--- src/rtl/bx_pkg.sv ---
package bx_pkg;
  localparam int XW     = 32;
  localparam int OW     = 17;
  localparam int LW     = 11;
  localparam int IW     = XW - OW;
  localparam int LEN_LO = 2;
  localparam int PAD_W  = XW - OW - LW;

  typedef enum logic [1:0] {
    ACC_RD     = 2'b00,
    ACC_WR     = 2'b01,
    ACC_IF     = 2'b10,
    ACC_IF_ALT = 2'b11
  } acc_e;

  typedef struct packed {
    logic [IW-1:0] epi;
    logic [LW-1:0] len;
    logic          sup_on;
    logic          usr_on;
  } upr_t;

  typedef struct packed {
    logic [IW-1:0] rpn;
    logic [1:0]    pp;
  } lwr_t;

  function automatic logic [XW-1:0] blk_mask(input logic [LW-1:0] len);
    return {{PAD_W{1'b0}}, len, {OW{1'b1}}};
  endfunction

  function automatic logic pair_on(input upr_t u, input logic user);
    return user ? u.usr_on : u.sup_on;
  endfunction

  function automatic logic ea_hits(input logic [XW-1:0] ea, input upr_t u);
    return (ea & ~blk_mask(u.len)) == {u.epi, {OW{1'b0}}};
  endfunction

  function automatic logic [XW-1:0] blk_ra(input logic [XW-1:0] ea,
                                           input logic [LW-1:0] len,
                                           input logic [IW-1:0] rpn);
    return (ea & blk_mask(len)) | {rpn, {OW{1'b0}}};
  endfunction

  function automatic logic prot_ok(input logic [1:0] pp, input acc_e acc);
    case (pp)
      2'b00:   return 1'b0;
      2'b10:   return 1'b1;
      default: return acc != ACC_WR;
    endcase
  endfunction
endpackage

--- src/rtl/bx_regs.sv ---
module bx_regs
  import bx_pkg::*;
#(
  parameter int NPAIR = 4,
  localparam int PW = (NPAIR > 1) ? $clog2(NPAIR) : 1
) (
  input  logic          clk,
  input  logic          rst_n,
  input  logic          cfg_we,
  input  logic [PW-1:0] cfg_pair,
  input  logic          cfg_upper,
  input  logic [XW-1:0] cfg_wdata,
  output upr_t          upr_q [NPAIR],
  output lwr_t          lwr_q [NPAIR]
);
  upr_t upr_d;
  lwr_t lwr_d;
  logic unused_wbits;

  assign upr_d = '{epi: cfg_wdata[XW-1:OW],
                   len: cfg_wdata[LEN_LO+LW-1:LEN_LO],
                   sup_on: cfg_wdata[1],
                   usr_on: cfg_wdata[0]};
  assign lwr_d = '{rpn: cfg_wdata[XW-1:OW], pp: cfg_wdata[1:0]};
  assign unused_wbits = ^cfg_wdata[OW-1:LEN_LO+LW];

  always_ff @(posedge clk or negedge rst_n) begin
    if (!rst_n) begin
      for (int i = 0; i < NPAIR; i++) begin
        upr_q[i] <= '0;
        lwr_q[i] <= '0;
      end
    end else if (cfg_we) begin
      for (int i = 0; i < NPAIR; i++) begin
        if (cfg_pair == PW'(i)) begin
          if (cfg_upper) upr_q[i] <= upr_d;
          else           lwr_q[i] <= lwr_d;
        end
      end
    end
  end
endmodule

--- src/rtl/bx_match.sv ---
module bx_match
  import bx_pkg::*;
#(
  parameter int NPAIR = 4
) (
  input  logic [XW-1:0]    ea,
  input  logic             user,
  input  upr_t             upr [NPAIR],
  output logic [NPAIR-1:0] en_vec,
  output logic [NPAIR-1:0] hit_vec
);
  for (genvar gi = 0; gi < NPAIR; gi++) begin : g_pair
    assign en_vec[gi]  = pair_on(upr[gi], user);
    assign hit_vec[gi] = en_vec[gi] && ea_hits(ea, upr[gi]);
  end
endmodule

--- src/rtl/bx_resolve.sv ---
module bx_resolve
  import bx_pkg::*;
#(
  parameter int NPAIR = 4,
  localparam int PW = (NPAIR > 1) ? $clog2(NPAIR) : 1
) (
  input  logic [NPAIR-1:0] hit_vec,
  input  upr_t             upr [NPAIR],
  input  lwr_t             lwr [NPAIR],
  input  logic [XW-1:0]    ea,
  input  logic [1:0]       acc,
  input  logic             reloc,
  output logic             any_match,
  output logic [1:0]       sel_prot,
  output logic             nxt_hit,
  output logic             nxt_fault,
  output logic             nxt_miss,
  output logic [XW-1:0]    nxt_ra
);
  logic [PW-1:0] sel_idx;
  logic          allow;

  always_comb begin
    sel_idx = '0;
    for (int i = NPAIR - 1; i >= 0; i--) begin
      if (hit_vec[i]) sel_idx = PW'(i);
    end
  end

  assign any_match = |hit_vec;
  assign sel_prot  = lwr[sel_idx].pp;
  assign allow     = prot_ok(sel_prot, acc_e'(acc));

  always_comb begin
    nxt_hit   = 1'b0;
    nxt_fault = 1'b0;
    nxt_miss  = 1'b0;
    nxt_ra    = '0;
    if (!reloc) begin
      nxt_hit = 1'b1;
      nxt_ra  = ea;
    end else if (!any_match) begin
      nxt_miss = 1'b1;
    end else if (!allow) begin
      nxt_fault = 1'b1;
    end else begin
      nxt_hit = 1'b1;
      nxt_ra  = blk_ra(ea, upr[sel_idx].len, lwr[sel_idx].rpn);
    end
  end
endmodule

--- src/rtl/block_xlate.sv ---
module block_xlate
  import bx_pkg::*;
#(
  parameter int NPAIR = 4,
  localparam int PW = (NPAIR > 1) ? $clog2(NPAIR) : 1
) (
  input  logic          clk,
  input  logic          rst_n,
  input  logic          cfg_we,
  input  logic [PW-1:0] cfg_pair,
  input  logic          cfg_upper,
  input  logic [XW-1:0] cfg_wdata,
  input  logic          req_valid,
  input  logic [XW-1:0] req_ea,
  input  logic [1:0]    req_acc,
  input  logic          req_user,
  input  logic          req_reloc,
  output logic          rsp_valid,
  output logic [XW-1:0] rsp_ra,
  output logic          rsp_hit,
  output logic          rsp_fault,
  output logic          rsp_miss
);
  upr_t             upr_q [NPAIR];
  lwr_t             lwr_q [NPAIR];
  logic [NPAIR-1:0] pair_en;
  logic [NPAIR-1:0] pair_hit;
  logic             any_match;
  logic [1:0]       sel_prot;
  logic             nxt_hit, nxt_fault, nxt_miss;
  logic [XW-1:0]    nxt_ra;
  logic             unused_en;

  assign unused_en = ^pair_en;

  bx_regs #(.NPAIR(NPAIR)) u_regs (
    .clk(clk), .rst_n(rst_n), .cfg_we(cfg_we), .cfg_pair(cfg_pair),
    .cfg_upper(cfg_upper), .cfg_wdata(cfg_wdata),
    .upr_q(upr_q), .lwr_q(lwr_q)
  );

  bx_match #(.NPAIR(NPAIR)) u_match (
    .ea(req_ea), .user(req_user), .upr(upr_q),
    .en_vec(pair_en), .hit_vec(pair_hit)
  );

  bx_resolve #(.NPAIR(NPAIR)) u_resolve (
    .hit_vec(pair_hit), .upr(upr_q), .lwr(lwr_q), .ea(req_ea),
    .acc(req_acc), .reloc(req_reloc), .any_match(any_match),
    .sel_prot(sel_prot), .nxt_hit(nxt_hit), .nxt_fault(nxt_fault),
    .nxt_miss(nxt_miss), .nxt_ra(nxt_ra)
  );

  always_ff @(posedge clk or negedge rst_n) begin
    if (!rst_n) begin
      rsp_valid <= 1'b0;
      rsp_hit   <= 1'b0;
      rsp_fault <= 1'b0;
      rsp_miss  <= 1'b0;
      rsp_ra    <= '0;
    end else begin
      rsp_valid <= req_valid;
      rsp_hit   <= req_valid && nxt_hit;
      rsp_fault <= req_valid && nxt_fault;
      rsp_miss  <= req_valid && nxt_miss;
      rsp_ra    <= req_valid ? nxt_ra : '0;
    end
  end
endmodule

--- config.mk ---
export PLATFORM = sky130hd
export DESIGN_NAME = block_xlate
export DESIGN_NICKNAME = d
export VERILOG_FILES = /design/src/rtl/bx_pkg.sv /design/src/rtl/bx_regs.sv /design/src/rtl/bx_match.sv /design/src/rtl/bx_resolve.sv /design/src/rtl/block_xlate.sv
export SDC_FILE = /design/constraint.sdc
export NUM_CORES = 1
export LEC_CHECK = 0
export BUFFER_PORTS_ARGS = -buffer_cell sky130_fd_sc_hd__buf_2
export CORE_UTILIZATION = 45
export DETAILED_ROUTE_END_ITERATION = 8
export PLACE_DENSITY = 0.66
export REMOVE_ABC_BUFFERS = 1
export SLEW_MARGIN = 10
export SYNTH_ARGS = -nofsm -noshare
export SYNTH_HDL_FRONTEND = slang
export SYNTH_SLANG_ARGS = --single-unit
--- constraint.sdc ---
create_clock -name clk -period 2.85 [get_ports clk]
set_clock_uncertainty 0.2 [all_clocks]
set_input_delay 0.285 -clock clk [delete_from_list [all_inputs] [get_ports clk]]
set_output_delay 0.285 -clock clk [all_outputs]
set_load 0.005 [all_outputs]
Yosys cells after proc, flatten, opt, wreduce, memory -nomap -nowiden

Index checks and enable logic that the tools add are counted.

Register bits: 216
Bits of input ports: 75
Output and inout port bits: 36

Magnitude comparators: 1
Eq/ne operators: 9
Muxes and demuxes: 27
Bitwise logic cells: 12
Reductions and logical operators: 18

Operator list:

| kind                                                     | count |
|---|---|
| AND 32 bit                                               | 4 |
| equality test 32 bit                                     | 4 |
| two-way mux 32 bit                                       | 4 |
| NOT 28 -> 32 bit                                         | 4 |
| binary-select mux 28 bit (select 2 bit)                  | 1 |
| binary-select mux 17 bit (select 2 bit)                  | 1 |
| two-way mux 17 bit                                       | 2 |
| AND 32 x 28 -> 32 bit                                    | 1 |
| OR 32 bit                                                | 1 |
| two-way mux 13 bit                                       | 2 |
| AND reduction 3 bit                                      | 8 |
| two-way mux 1 bit                                        | 12 |
| two-way mux 2 bit                                        | 4 |
| logical AND 1 bit                                        | 7 |
| equality test 2 bit, second input constant               | 3 |
| zero test 2 bit                                          | 2 |
| OR reduction 4 bit                                       | 1 |
| greater-or-equal comparator 3 bit, second input constant | 1 |
| NOT 2 -> 3 bit                                           | 1 |
| equality test 2 x 1 -> 1 bit, second input constant      | 1 |
| inequality test 2 x 1 -> 1 bit, second input constant    | 1 |
| one-hot mux 1 bit (2 select lines)                       | 1 |
| NOT 1 bit                                                | 1 |

Depth between registers and ports, before layout

Gate-level depths: netlist of the first run.

Word-level depth: 18
Mapped depth: 12
Mapped depth without buffers: 9

Modules after synthesis

Synthesis of the first run repeated with hierarchy kept, for this count alone.

Cells, all modules: 731
Area total of the unflattened synthesis: 10207.3 um^2

By module, submodules not included:

| module      | times used | cells each | area each (um^2) | sequential area each (um^2) |
|---|---|---|---|---|
| bx_regs     | 1          | 389        | 6821.5           | 4504.3 |
| bx_resolve  | 1          | 136        | 1212.4           | 0.0 |
| block_xlate | 1          | 74         | 1178.6           | 900.9 |
| bx_match    | 1          | 132        | 994.7            | 0.0 |

Worst setup path before layout of the first run

OpenSTA, ideal clock, no wires.

Kind: register -> register
Start: reg u_regs.upr_q[3] (netlist name)
End: reg rsp_ra[19]
Library setup time: 119 ps
Arrival time: 2550 ps
Data required time: 2531 ps
Setup slack: -19 ps
Stages on the path, launching flop included: 12
Path buffers: 3
Clock period less this slack: 2869 ps
Cell sequence: dfrtp_1 > and2b_1 > xnor2_1 > nand4_1 > or4_4 > a211oi_2 > buf_4 > buf_8 > buf_4 > mux2i_1 > o22ai_1 > o21a_1

Cells in the longest elaborated chain, start to end: 18
Elaborated cells on any way between the ends: 25

RTL lines:

| item                                                                                               | line                               | RTL |
|---|---|---|
| NOT 28 -> 32 bit *                                                                                 | bx_pkg.sv:37                       | `return (ea & ~blk_mask(u.len)) == {u.epi, {OW{1'b0}}};` |
| AND 32 bit *                                                                                       | bx_pkg.sv:37                       |  |
| equality test 32 bit *                                                                             | bx_pkg.sv:37                       |  |
| logical AND 1 bit *                                                                                | bx_match.sv:14                     | `assign hit_vec[gi] = en_vec[gi] && ea_hits(ea, upr[gi]);` |
| two-way mux 2 bit (4 in series)                                                                    | bx_resolve.sv:26                   | `if (hit_vec[i]) sel_idx = PW'(i);` |
| NOT 2 -> 3 bit (implied by the code)                                                               | bx_resolve.sv:31, bx_resolve.sv:48 |  |
| binary-select mux 17 bit (select 2 bit) or binary-select mux 28 bit (select 2 bit) (tied branches) | bx_resolve.sv:31, bx_resolve.sv:48 |  |
| two-way mux 17 bit (implied by the code) or two-way mux 13 bit (tied branches)                     | bx_resolve.sv:31, bx_resolve.sv:48 |  |
| two-way mux 17 bit (implied by the code) or two-way mux 13 bit (tied branches)                     | bx_resolve.sv:48                   | `nxt_ra = blk_ra(ea, upr[sel_idx].len, lwr[sel_idx].rpn);` |
| equality test 2 bit (tied with other cells)                                                        | bx_pkg.sv:47                       | `case (pp)` |
| one-hot mux 1 bit (2 select lines) or OR 32 bit (tied branches)                                    | bx_pkg.sv:47, bx_pkg.sv:43         |  |
| two-way mux 32 bit                                                                                 | bx_resolve.sv:44                   | `end else if (!allow) begin` |
| two-way mux 32 bit *                                                                               | bx_resolve.sv:42                   | `end else if (!any_match) begin` |
| two-way mux 32 bit *                                                                               | bx_resolve.sv:39                   | `if (!reloc) begin` |
| two-way mux 32 bit *                                                                               | block_xlate.sv:66                  | `rsp_ra <= req_valid ? nxt_ra : '0;` |
| end signal: assignment                                                                             | block_xlate.sv:66                  |  |
| end: declaration                                                                                   | block_xlate.sv:19                  | `output logic [XW-1:0] rsp_ra,` |

Mark *: on every way between the ends. The rest lies on a longest branch, timed or not. The select of a mux whose other input is x is not followed.
A chain may end at the register's enable or synchronous reset.

Worst setup path after layout of the first run

Start: reg u_regs.upr_q[3] (netlist name)
End: reg rsp_ra[18]

Cells in the longest elaborated chain, start to end: 18
Elaborated cells on any way between the ends: 25

RTL lines:

| item                                                                                               | line |
|---|---|
| NOT 28 -> 32 bit                                                                                   | bx_pkg.sv:37 |
| AND 32 bit                                                                                         | bx_pkg.sv:37 |
| equality test 32 bit                                                                               | bx_pkg.sv:37 |
| logical AND 1 bit                                                                                  | bx_match.sv:14 |
| two-way mux 2 bit (4 in series)                                                                    | bx_resolve.sv:26 |
| NOT 2 -> 3 bit (implied by the code)                                                               | bx_resolve.sv:31, bx_resolve.sv:48 |
| binary-select mux 17 bit (select 2 bit) or binary-select mux 28 bit (select 2 bit) (tied branches) | bx_resolve.sv:31, bx_resolve.sv:48 |
| two-way mux 17 bit (implied by the code) or two-way mux 13 bit (tied branches)                     | bx_resolve.sv:31, bx_resolve.sv:48 |
| two-way mux 17 bit (implied by the code) or two-way mux 13 bit (tied branches)                     | bx_resolve.sv:48 |
| equality test 2 bit (tied with other cells)                                                        | bx_pkg.sv:47 |
| one-hot mux 1 bit (2 select lines) or OR 32 bit (tied branches)                                    | bx_pkg.sv:47, bx_pkg.sv:43 |
| two-way mux 32 bit                                                                                 | bx_resolve.sv:44 |
| two-way mux 32 bit *                                                                               | bx_resolve.sv:42 |
| two-way mux 32 bit *                                                                               | bx_resolve.sv:39 |
| two-way mux 32 bit *                                                                               | block_xlate.sv:66 |

Marks and branches as above.

==> results of run 1 <==
[logic make-up (layout without fill, tap and decap cells)]
logic type                count (synthesis)  count (layout)
xor gates and xnor gates                 60              60
muxes                                   255             255
buffers and inverters                    35             298
and+or+nand+nor                         125             125
DFF                                     216             216
AOI/OAI and AO/OA                        43              43
[metal layers]
| metal | routed length, µm | share of wire | up-vias |
|---|---|---|---|
| met5 | 0 | 0 | - |
| met4 | 526 | 0.021 | 0 |
| met3 | 740 | 0.029 | 38 |
| met2 | 13100 | 0.51 | 95 |
| met1 | 11300 | 0.44 | 3381 |
| li1 | - | - | 3098 |
[cells in the mapped netlist, types with 3 or more instances]
cell type / count
xor2_1: 12
nor4_1: 4
nand4b_1: 3
nor2_1: 10
nand2b_1: 5
nand4_1: 13
o22ai_1: 11
a21boi_1: 11
clkbuf_1: 23
dfrtp_1: 216
mux2i_1: 63
nor2b_1: 48
xnor2_1: 48
buf_4: 3
buf_2: 3
o21a_1: 11
nor3_1: 3
nand2_1: 11
and2_1: 18
mux2_2: 192
[final cells by class]
type | instances | area share
clock buffer | 35 | 0.0542
clock inverter | 6 | 0.00628
inverter | 1 | 0.000285
multi-input combinational | 483 | 0.341
sequential | 216 | 0.411
tap | 280 | 0.0266
timing repair buffer | 256 | 0.160
[worst max-delay path, cell delays in order, from the launching register on]
cell	delay, ps
dfrtp_1	340
and2b_1	190
xnor2_1	220
nand4_1	190
or4_4	610
a211oi_4	260
buf_6	150
buf_8	140
mux2i_1	240
mux2_4	180
a21boi_1	70
o21a_1	190
[cell usage in the layout (no fill, tap or decap), drive strengths merged, types with 2 or more instances in the layout]
cell type and instances:
dfrtp 216, buf 199, mux2 192, mux2i 63, dlygate4sd3 53, nor2b 48
xnor2 48, clkbuf 39, and2 18, nand4 13, xor2 12, nand2 12
o22ai 11, o21a 11, a21boi 11, nor2 10, nand2b 5, nor4 4
nand4b 3, clkinv 3, nor3 3, or4 2, a21o 2, a21oi 2
nand3 2, nor3b 2, bufinv 2
[registers in the layout, summed over array words and instances (netlist names)]
register,cells
rsp_hit,1
rsp_ra,32
rsp_fault,1
u_regs.lwr_q,68
u_regs.upr_q,112
rsp_miss,1
rsp_valid,1
[where the power goes]
| group | switching (mW) | internal [mW] |
|---|---|---|
| clock | 1.23 | 1.90 |
| combinational | 0.721 | 1.05 |
| sequential | 0.343 | 3.66 |
| total | 2.29 | 6.61 |
[path summary, 6_finish.rpt]
check	slack, ps	startpoint	cells after the start	endpoint
min reg2reg	300	u_regs.lwr_q[11]	1	u_regs.lwr_q[11]
max reg2reg	-230	u_regs.upr_q[3]	11	rsp_ra[18]
min in group asynchronous	130	rst_n	2	rsp_ra[31]
max in group asynchronous	1580	rst_n	3	rsp_ra[7]
max	-230	u_regs.upr_q[3]	11	rsp_ra[18]
min	20	req_ea[23]	3	rsp_ra[23]
[through the flow]
step / hold WS, ps / instance area [µm²] / worst slack, ps
final: 24.3 / 13200 / -226
after global routing: 31.3 / 13200 / -318
after CTS: 9.93 / 13000 / -171
after detailed placement: 88.5 / 11400 / -276
after global placement: 88.7 / 11400 / -268
after floorplan: -211 / 9780 / -2680
[timing repair]
item,4_1_cts,5_1_grt
hold buffers,53,0
pin swaps,8,11
endpoints found under the setup margin,33,34
setup buffers,8,2
resized for setup,13,22
hold endpoints to repair,315,0
gates cloned,4,4
==> flow_metrics.py, run 1 <==
metrics = {
    "power": {
        "p_leak_nw": 5.79,
        "vdd_drop_max_v": 0.000307,
        "power_density_nw_per_um2": 677,
        "finalPower_mw": 8.91,
    },
    "logic_synthesis": {
        "synth_top_area_share": 0.543,
        "yosys-top-cells-area": "dfrtp_1, mux2_2, mux2i_1",
        "synth_mux_area_frac": 0.281,
        "synthAdderAreaFrac": 0,
        "synth.avg_cell_area_um2": 13.6,
        "synth_xor_area_frac": 0.0528,
        "ys_types": 40,
        "synth_top_area_cell": "dfrtp_1",
        "synth_top_family_by_area": "multiplexers",
        "synth_edf_count": 0,
        "synth_compound_area_frac": 0.0311,
        "synthSimpleGateAreaFrac": 0.0747,
        "synthFlopType": "dfrtp_1",
        "ys_warn_count": 0,
        "syn_area_um2": 9950,
        "ys_seq_area_frac": 0.543,
        "postSynthCellCount": 734,
        "ys_ff_latch": 216,
        "async_flop_share": 1.00,
    },
    "routing": {
        "ant_nets": 0,
        "first_iter_violations": 280,
        "drc": 0,
        "wl_um": 25700,
        "vias_per_cell": 5.18,
        "firstDrtPassIters": 4,
        "num_vias": 6612,
        "wl_per_cell_um": 20.1,
    },
    "clock_tree": {
        "cts_max_level": 1,
        "cts_made_buffers": 24,
        "cts_tree": "yes",
        "clk_pin_slew_ps": 60,
        "cts_sinks": 216,
        "clock_latency_ps": 520,
        "cts.path.max_buffers": 3,
        "clock_tree.root_cell": "clkbuf_16",
    },
    "status": {
        "violations": "negative setup slack",
        "run_status": "finished, violations left",
    },
    "layout": {
        "drive_gt1_frac": 0.456,
        "multi_input_area_um2": 4490,
        "diodes": 0,
        "stdcell_count": 1277,
        "area_delta_synth_final_pct": 32.2,
        "seq_area_um2": 5410,
        "fin_util": 0.605,
        "nNetsFinal": 1057,
        "fill_cells": 1734,
    },
    "timing": {
        "hold_viol_final": 0,
        "slew_headroom": 0.508,
        "min_period_over_period": 1.08,
        "max_slew.worst_pin.slew_ps": 735,
        "finalCriticalPeriod_ps": 3080,
        "fmax_mhz": 325,
        "worst_slack_ps": -226,
        "setup_viol": 32,
        "rsz0062_at_grt": "true",
        "slew_violations": 0,
        "tns_ps": -5210,
    },
    "worst_setup_path": {
        "crit_path_start_kind": "flop",
        "end_kind": "flop",
        "worstPathRequired_ps": 3050,
        "arrival_ps": 3280,
        "path_max_fanout": 6,
        "critPathKind": "flop to flop",
    },
    "die": {
        "rows": 54,
        "start_util": 0.457,
        "die_w_um": 151,
        "fp.dieArea_um2": 22700,
        "die_y_um": 151,
        "ioPinCount": 111,
        "coreArea_um2": 21800,
    },
    "place": {
        "dp_hpwl_um": 16000,
        "dp.cells": 1166,
        "io_buffers": 106,
        "gp_congestion": 0.820,
    },
    "global_route": {
        "gr-usage-met1": 0.301,
        "grt_antenna_before_repair": 0,
        "grt_pass1_vias": 6815,
        "busiest_layer": "met2",
        "grt_start_max_net_pins": 72,
        "grt_pass1_wl_um": 39000,
        "grt-ovfl-total": 0,
        "track_usage": 0.229,
        "grt_use_met2": 0.404,
        "met3_usage": 0.0279,
    },
    "run": {
        "maxCapViolations": 0,
    },
    "min_path": {
        "hold_path.class": "primary input to flop",
    },
}
Power figures use the tool's default switching activity.
==> run 2: changes to the inputs <==
GPL_TIMING_DRIVEN = 0   (was unset)
==> run 2 against run 1 <==
The flow still finishes with violations (negative setup slack). Flip-flop and latch count unchanged. Clock power fell by 6%. Design area fell by 2.1%. Total power decreased by 3.3%. Non-clock buffer count shrank 35.
==> flow_metrics.py, run 2 (synthesis gave the netlist of run 1 again) <==
metrics = {
    "routing": {
        "drc": 0,
        "wl_per_cell_um": 19.5,
        "ant_nets": 0,
        "num_vias": 6519,
        "wl_um": 24300,
        "first_iter_violations": 237,
        "vias_per_cell": 5.23,
        "firstDrtPassIters": 4,
    },
    "status": {
        "run_status": "finished, violations left",
        "violations": "negative setup slack",
    },
    "layout": {
        "largest_register_ff_count": 112,
        "area_delta_synth_final_pct": 29.4,
        "layout_common_cells": "dfrtp_1, mux2_2, buf_2, mux2i_1, dlygate4sd3_1",
        "reg.largest.list": "u_regs.upr_q x112, u_regs.lwr_q x68, rsp_ra x32",
        "nNetsFinal": 1023,
        "fin_util": 0.592,
        "drive_gt1_frac": 0.445,
        "largest-register": "u_regs.upr_q",
        "diodes": 0,
        "final_common_cell": "dfrtp_1",
        "finalInstanceArea_um2": 12900,
    },
    "clock_tree": {
        "cts_max_level": 1,
        "cts_sinks": 216,
        "clk_pin_slew_ps": 60,
        "cts_tree": "yes",
        "cts_made_buffers": 24,
        "clock_latency_ps": 510,
        "cts.path.max_buffers": 3,
        "clock_tree.root_cell": "clkbuf_16",
    },
    "min_path": {
        "hp-start": "req_ea[24]",
        "hold_path.class": "primary input to flop",
    },
    "global_route": {
        "grt_pass1_vias": 6673,
        "grt-ovfl-total": 0,
        "grt_pass1_wl_um": 37700,
        "grt_start_max_net_pins": 110,
        "grt_antenna_before_repair": 0,
        "track_usage": 0.221,
    },
    "worst_setup_path": {
        "path_max_fanout": 4,
        "cp.buffers_inverters": 3,
        "crit_path_max_incr_delay_ps": 620,
        "worstPathRequired_ps": 3050,
        "reg2reg_slack_ps": -480,
        "endpoint": "rsp_ra[23]",
        "end_kind": "flop",
        "crit_cells": 12,
        "crit_path_start_kind": "flop",
        "critPathKind": "flop to flop",
        "reg2reg_from": "u_regs.upr_q[4]",
        "critPathTopFamily": "simple AND/OR/NAND/NOR gates",
        "reg2regPathDepth": 12,
        "arrival_ps": 3520,
        "cp_cell_sequence": "nor2b_1 > xnor2_1 > nand4_1 > or4_4 > a211oi_4 > buf_8 > buf_12 > buf_4 > mux2i_1 > mux2_2 > a21boi_1 > o21a_1",
        "critPathSlowestCell": "or4_4",
        "regToRegEndpoint": "rsp_ra[23]",
        "cp-startpoint": "u_regs.upr_q[4]",
    },
    "run": {
        "maxCapViolations": 0,
    },
    "power": {
        "power_density_nw_per_um2": 669,
        "finalPower_mw": 8.61,
        "vdd_drop_max_v": 0.000299,
        "p_leak_nw": 5.64,
    },
    "timing": {
        "min_period_over_period": 1.17,
        "slew_headroom": 0.455,
        "slew_violations": 0,
        "rsz0062_at_grt": "true",
        "hold_slack_ps": 12.4,
        "hold_viol_final": 0,
        "setup_viol": 34,
        "finalCriticalPeriod_ps": 3330,
        "worst_slack_ps": -475,
        "fmax_mhz": 301,
        "max_slew.worst_pin.slew_ps": 814,
    },
    "place": {
        "gp_congestion": 0.724,
        "io_buffers": 106,
        "dp_hpwl_um": 15700,
        "placed_area_um2": 11000,
    },
    "die": {
        "ioPinCount": 111,
        "die_y_um": 151,
        "rows": 54,
        "start_util": 0.457,
        "die_w_um": 151,
        "coreArea_um2": 21800,
        "fp.dieArea_um2": 22700,
    },
}
==> run 2: timing repair <==
item	in CTS	in global routing
setup buffers	25	15
hold buffers	52	0
resized for setup	25	19
setup endpoints to repair	34	34
hold endpoints to repair	313	0
pin swaps	16	16
gates cloned	1	0
==> run 2: per-layer routing <==
layer	wire [µm]	up-vias	global-route usage
met5	0	-	0
met3	1030	41	0.0258
met1	10500	3310	0.297
li1	-	3032	-
met2	12200	136	0.379
met4	546	0	0.0550
==> run 2: layout make-up <==
cell class                 instances  area [µm²]
tap                              280         350
fill                            1732        8880
inverter                           1        3.75
clock buffer                      34         709
sequential                       216        5410
clock inverter                    10        52.6
timing repair buffer             221        1790
multi-input combinational        484        4570
==> run 2: worst reg2reg max path, stage by stage (launching register included) <==
cell and delay (ps):
dfrtp_1 370, nor2b_1 130, xnor2_1 180, nand4_1 290, or4_4 620, a211oi_4 360, buf_8 160, buf_12 120
buf_4 110, mux2i_1 220, mux2_2 180, a21boi_1 50, o21a_1 220
==> run 2: report_power, final <==
| part | switching [mW] | leakage (nW) | internal [mW] |
|---|---|---|---|
| Combinational | 0.688 | 2.61 | 0.957 |
| Clock | 1.22 | 0.384 | 1.73 |
| Sequential | 0.357 | 2.64 | 3.66 |
| Total | 2.27 | 5.64 | 6.35 |
==> run 2: worst min-delay path by stage <==
stage / to / slack (ps) / depth (start not counted)
after floorplan: rsp_fault / -210 / 0
after global placement: rsp_valid / 240 / 1
after detailed placement: u_regs.lwr_q[14] / 220 / 1
after CTS: rsp_ra[27] / 5 / 3
after global routing: rsp_ra[24] / 20 / 3
final: rsp_ra[24] / 10 / 3
==> run 2: per-stage QoR <==
stage	setup TNS (ps)	instances	setup slack [ps]
2_1_floorplan	-47230	700	-2680
3_3_place_gp	-791500	1086	-4800
3_5_place_dp	-37380	1110	-1400
4_1_cts	-6420	1232	-343
5_1_grt	-13210	1246	-568
6_report	-10300	1246	-475
==> run 3: changes to the inputs <==
ABC_AREA = 1   (was unset)
==> run 3 against run 2 <==
The flow now finishes without violations. Flip-flop and latch count unchanged. Sequential power decreased by 3%. Routed wire length increased by 40%.
==> flow_metrics.py, run 3 <==
metrics = {
    "worst_setup_path": {
        "cp_common_cell": "nand3_1",
        "critPathKind": "flop to flop",
        "crit_path_start_kind": "flop",
        "arrival_ps": 2970,
        "cp_cell_sequence": "inv_1 > nand3_1 > nand2_1 > inv_1 > nor2_1 > nand3_1 > nor2_1 > nand2_2 > nand2_8 > buf_4 > nand3_1 > nand3_1 > nand3_1 > nand2_1 > nand2_1 > inv_1 > nor2_1",
        "crit_path_max_incr_delay_ps": 360,
        "end_kind": "flop",
        "path_max_fanout": 8,
        "critPathTopFamily": "simple AND/OR/NAND/NOR gates",
        "critPathSlowestCell": "dfrtp_1",
        "worstPathRequired_ps": 3060,
        "cp.buffers_inverters": 4,
    },
    "layout": {
        "area_delta_synth_final_pct": 25.2,
        "stdcell_count": 1963,
        "largest_register_ff_count": 112,
        "fill_cells": 2201,
        "diodes": 0,
        "largest-register": "u_regs.upr_q",
        "nNetsFinal": 1700,
        "drive_gt1_frac": 0.150,
        "fin_util": 0.580,
        "final_common_cell": "nand2_1",
        "reg.largest.list": "u_regs.upr_q x112, u_regs.lwr_q x68, rsp_ra x32",
        "layout_common_cells": "nand2_1, dfrtp_1, o21ai_0, inv_1, nand3_1",
    },
    "timing": {
        "slew_headroom": 0.213,
        "slew_violations": 0,
        "setup_viol": 0,
        "hold_viol_final": 0,
        "tns_ps": 0,
        "rsz0062_at_grt": "true",
        "min_period_over_period": 0.968,
        "fmax_mhz": 362,
        "finalCriticalPeriod_ps": 2760,
        "max_slew.worst_pin.slew_ps": 1180,
    },
    "logic_synthesis": {
        "synth.avg_cell_area_um2": 7.51,
        "postSynthCellCount": 1466,
        "yosys-top-cells-area": "dfrtp_1, nand2_1, o21ai_0",
        "yosysMostFrequentCell": "nand2_1",
        "synth_edf_count": 0,
        "synth_top_area_share": 0.491,
        "ys_seq_area_frac": 0.491,
        "ys_types": 33,
        "ys_warn_count": 0,
        "synthFlopType": "dfrtp_1",
        "syn_area_um2": 11000,
        "synth_top_area_cell": "dfrtp_1",
        "synthTopCellsByCount": "nand2_1, dfrtp_1, o21ai_0",
        "async_flop_share": 1.00,
        "ys_ff_latch": 216,
    },
    "place": {
        "dp.cells": 1834,
        "dp_hpwl_um": 21400,
        "gp_congestion": 0.985,
        "io_buffers": 106,
    },
    "die": {
        "die_y_um": 158,
        "die_w_um": 158,
        "coreArea_um2": 23800,
        "rows": 56,
        "ioPinCount": 111,
        "fp.dieArea_um2": 25100,
        "start_util": 0.463,
    },
    "clock_tree": {
        "cts_made_buffers": 25,
        "cts_tree": "yes",
        "cts_max_level": 1,
        "clock_tree.root_cell": "clkbuf_16",
        "cts.path.max_buffers": 3,
        "clock_latency_ps": 540,
        "cts_sinks": 216,
        "clk_pin_slew_ps": 60,
    },
    "power": {
        "clkPwrFrac": 0.350,
        "finalPower_mw": 8.99,
        "p_leak_nw": 7.17,
        "combinationalPowerShare": 0.217,
        "p_int_mw": 6.18,
        "power_density_nw_per_um2": 652,
        "p_switching_mw": 2.81,
        "switching_share": 0.312,
        "vdd_drop_max_v": 0.000390,
        "power_frac_seq": 0.432,
    },
    "global_route": {
        "grt_pass1_vias": 9234,
        "track_usage": 0.268,
        "grt-ovfl-total": 0,
        "grt_antenna_before_repair": 2,
        "grt_pass1_wl_um": 50800,
        "grt_start_max_net_pins": 111,
    },
    "routing": {
        "wl_um": 34000,
        "drc": 0,
        "wl_per_cell_um": 17.3,
        "ant_nets": 0,
        "vias_per_cell": 5.20,
        "num_vias": 10200,
        "firstDrtPassIters": 6,
        "first_iter_violations": 852,
    },
    "min_path": {
        "hold_path.class": "primary input to flop",
    },
    "run": {
        "maxCapViolations": 0,
    },
    "status": {
        "run_status": "finished clean",
    },
}
==> run 3: power groups by stage <==
stage / combinational (mW) / clock, mW / sequential [mW]
after floorplan: 1.21 / 0 / 3.85
after global placement: 1.73 / 0 / 3.90
after detailed placement: 1.79 / 0 / 3.91
after CTS: 1.88 / 3.20 / 3.87
after global routing: 2.22 / 3.31 / 3.94
final: 1.95 / 3.15 / 3.88
==> run 3: layout make-up <==
class / instances / area [µm²] / share of cell area
Clock buffer: 42 / 790 / 0.0573
Timing Repair Buffer: 191 / 1450 / 0.105
Multi-Input combinational cell: 1009 / 5020 / 0.364
Sequential cell: 216 / 5410 / 0.392
Inverter: 182 / 683 / 0.0496
Tap cell: 319 / 399 / 0.0290
Clock inverter: 4 / 26.3 / 0.00191
==> run 3: per-stage QoR <==
stage / area [µm²] / hold WS, ps / setup slack (ps)
6_report: 13800 / 3.16 / 91.3
3_3_place_gp: 11600 / 258 / -2740
5_1_grt: 13800 / 38.2 / 3.19
4_1_cts: 13400 / 1.48 / 13.1
3_5_place_dp: 11800 / 165 / -1300
2_1_floorplan: 10700 / -211 / -533
==> run 3: kinds of logic (layout without fill, tap and decap cells) <==
| family | after synthesis | after routing | share of synthesized area |
|---|---|---|---|
| multiplexers | 4 | 4 | 0.00364 |
| AND/OR/NAND/NOR | 756 | 764 | 0.297 |
| AO/OA/AOI/OAI | 222 | 222 | 0.101 |
| flip-flops | 216 | 216 | 0.491 |
| buffers and inverters | 249 | 419 | 0.0909 |
| XOR/XNOR | 19 | 19 | 0.0165 |
==> run 3: worst reg2reg max path, delay by kind of cell (launching register included) <==
family,cells,cell delay (ps)
flip-flops,1,360
buffers and inverters,4,470
AND/OR/NAND/NOR,13,1600
==> run 3: path summary, 6_finish.rpt <==
kind	startpoint	to	slack, ps	cells after the start
min in group asynchronous	rst_n	u_regs.lwr_q[63]	130	3
max in group asynchronous	rst_n	u_regs.upr_q[3]	1390	4
max reg2reg	u_regs.upr_q[12]	rsp_ra[24]	90	17
max	u_regs.upr_q[12]	rsp_ra[24]	90	17
min	cfg_we	u_regs.upr_q[12]	3	4
min reg2reg	u_regs.lwr_q[50]	u_regs.lwr_q[50]	280	2
==> run 3: timing repair <==
| action | CTS | global route |
|---|---|---|
| endpoints found under the hold margin | 266 | 0 |
| buffers inserted | 7 | 17 |
| gates resized for setup | 21 | 38 |
| pin swaps | 4 | 13 |
| hold buffers | 51 | 0 |
| setup endpoints to repair | 33 | 33 |
| cloned | 2 | 6 |
==> run 3: per-layer routing <==
metal	wire, µm	GRT usage
met5	23	0
met2	15100	0.418
met4	1100	0.0980
met3	2650	0.0438
met1	15200	0.375
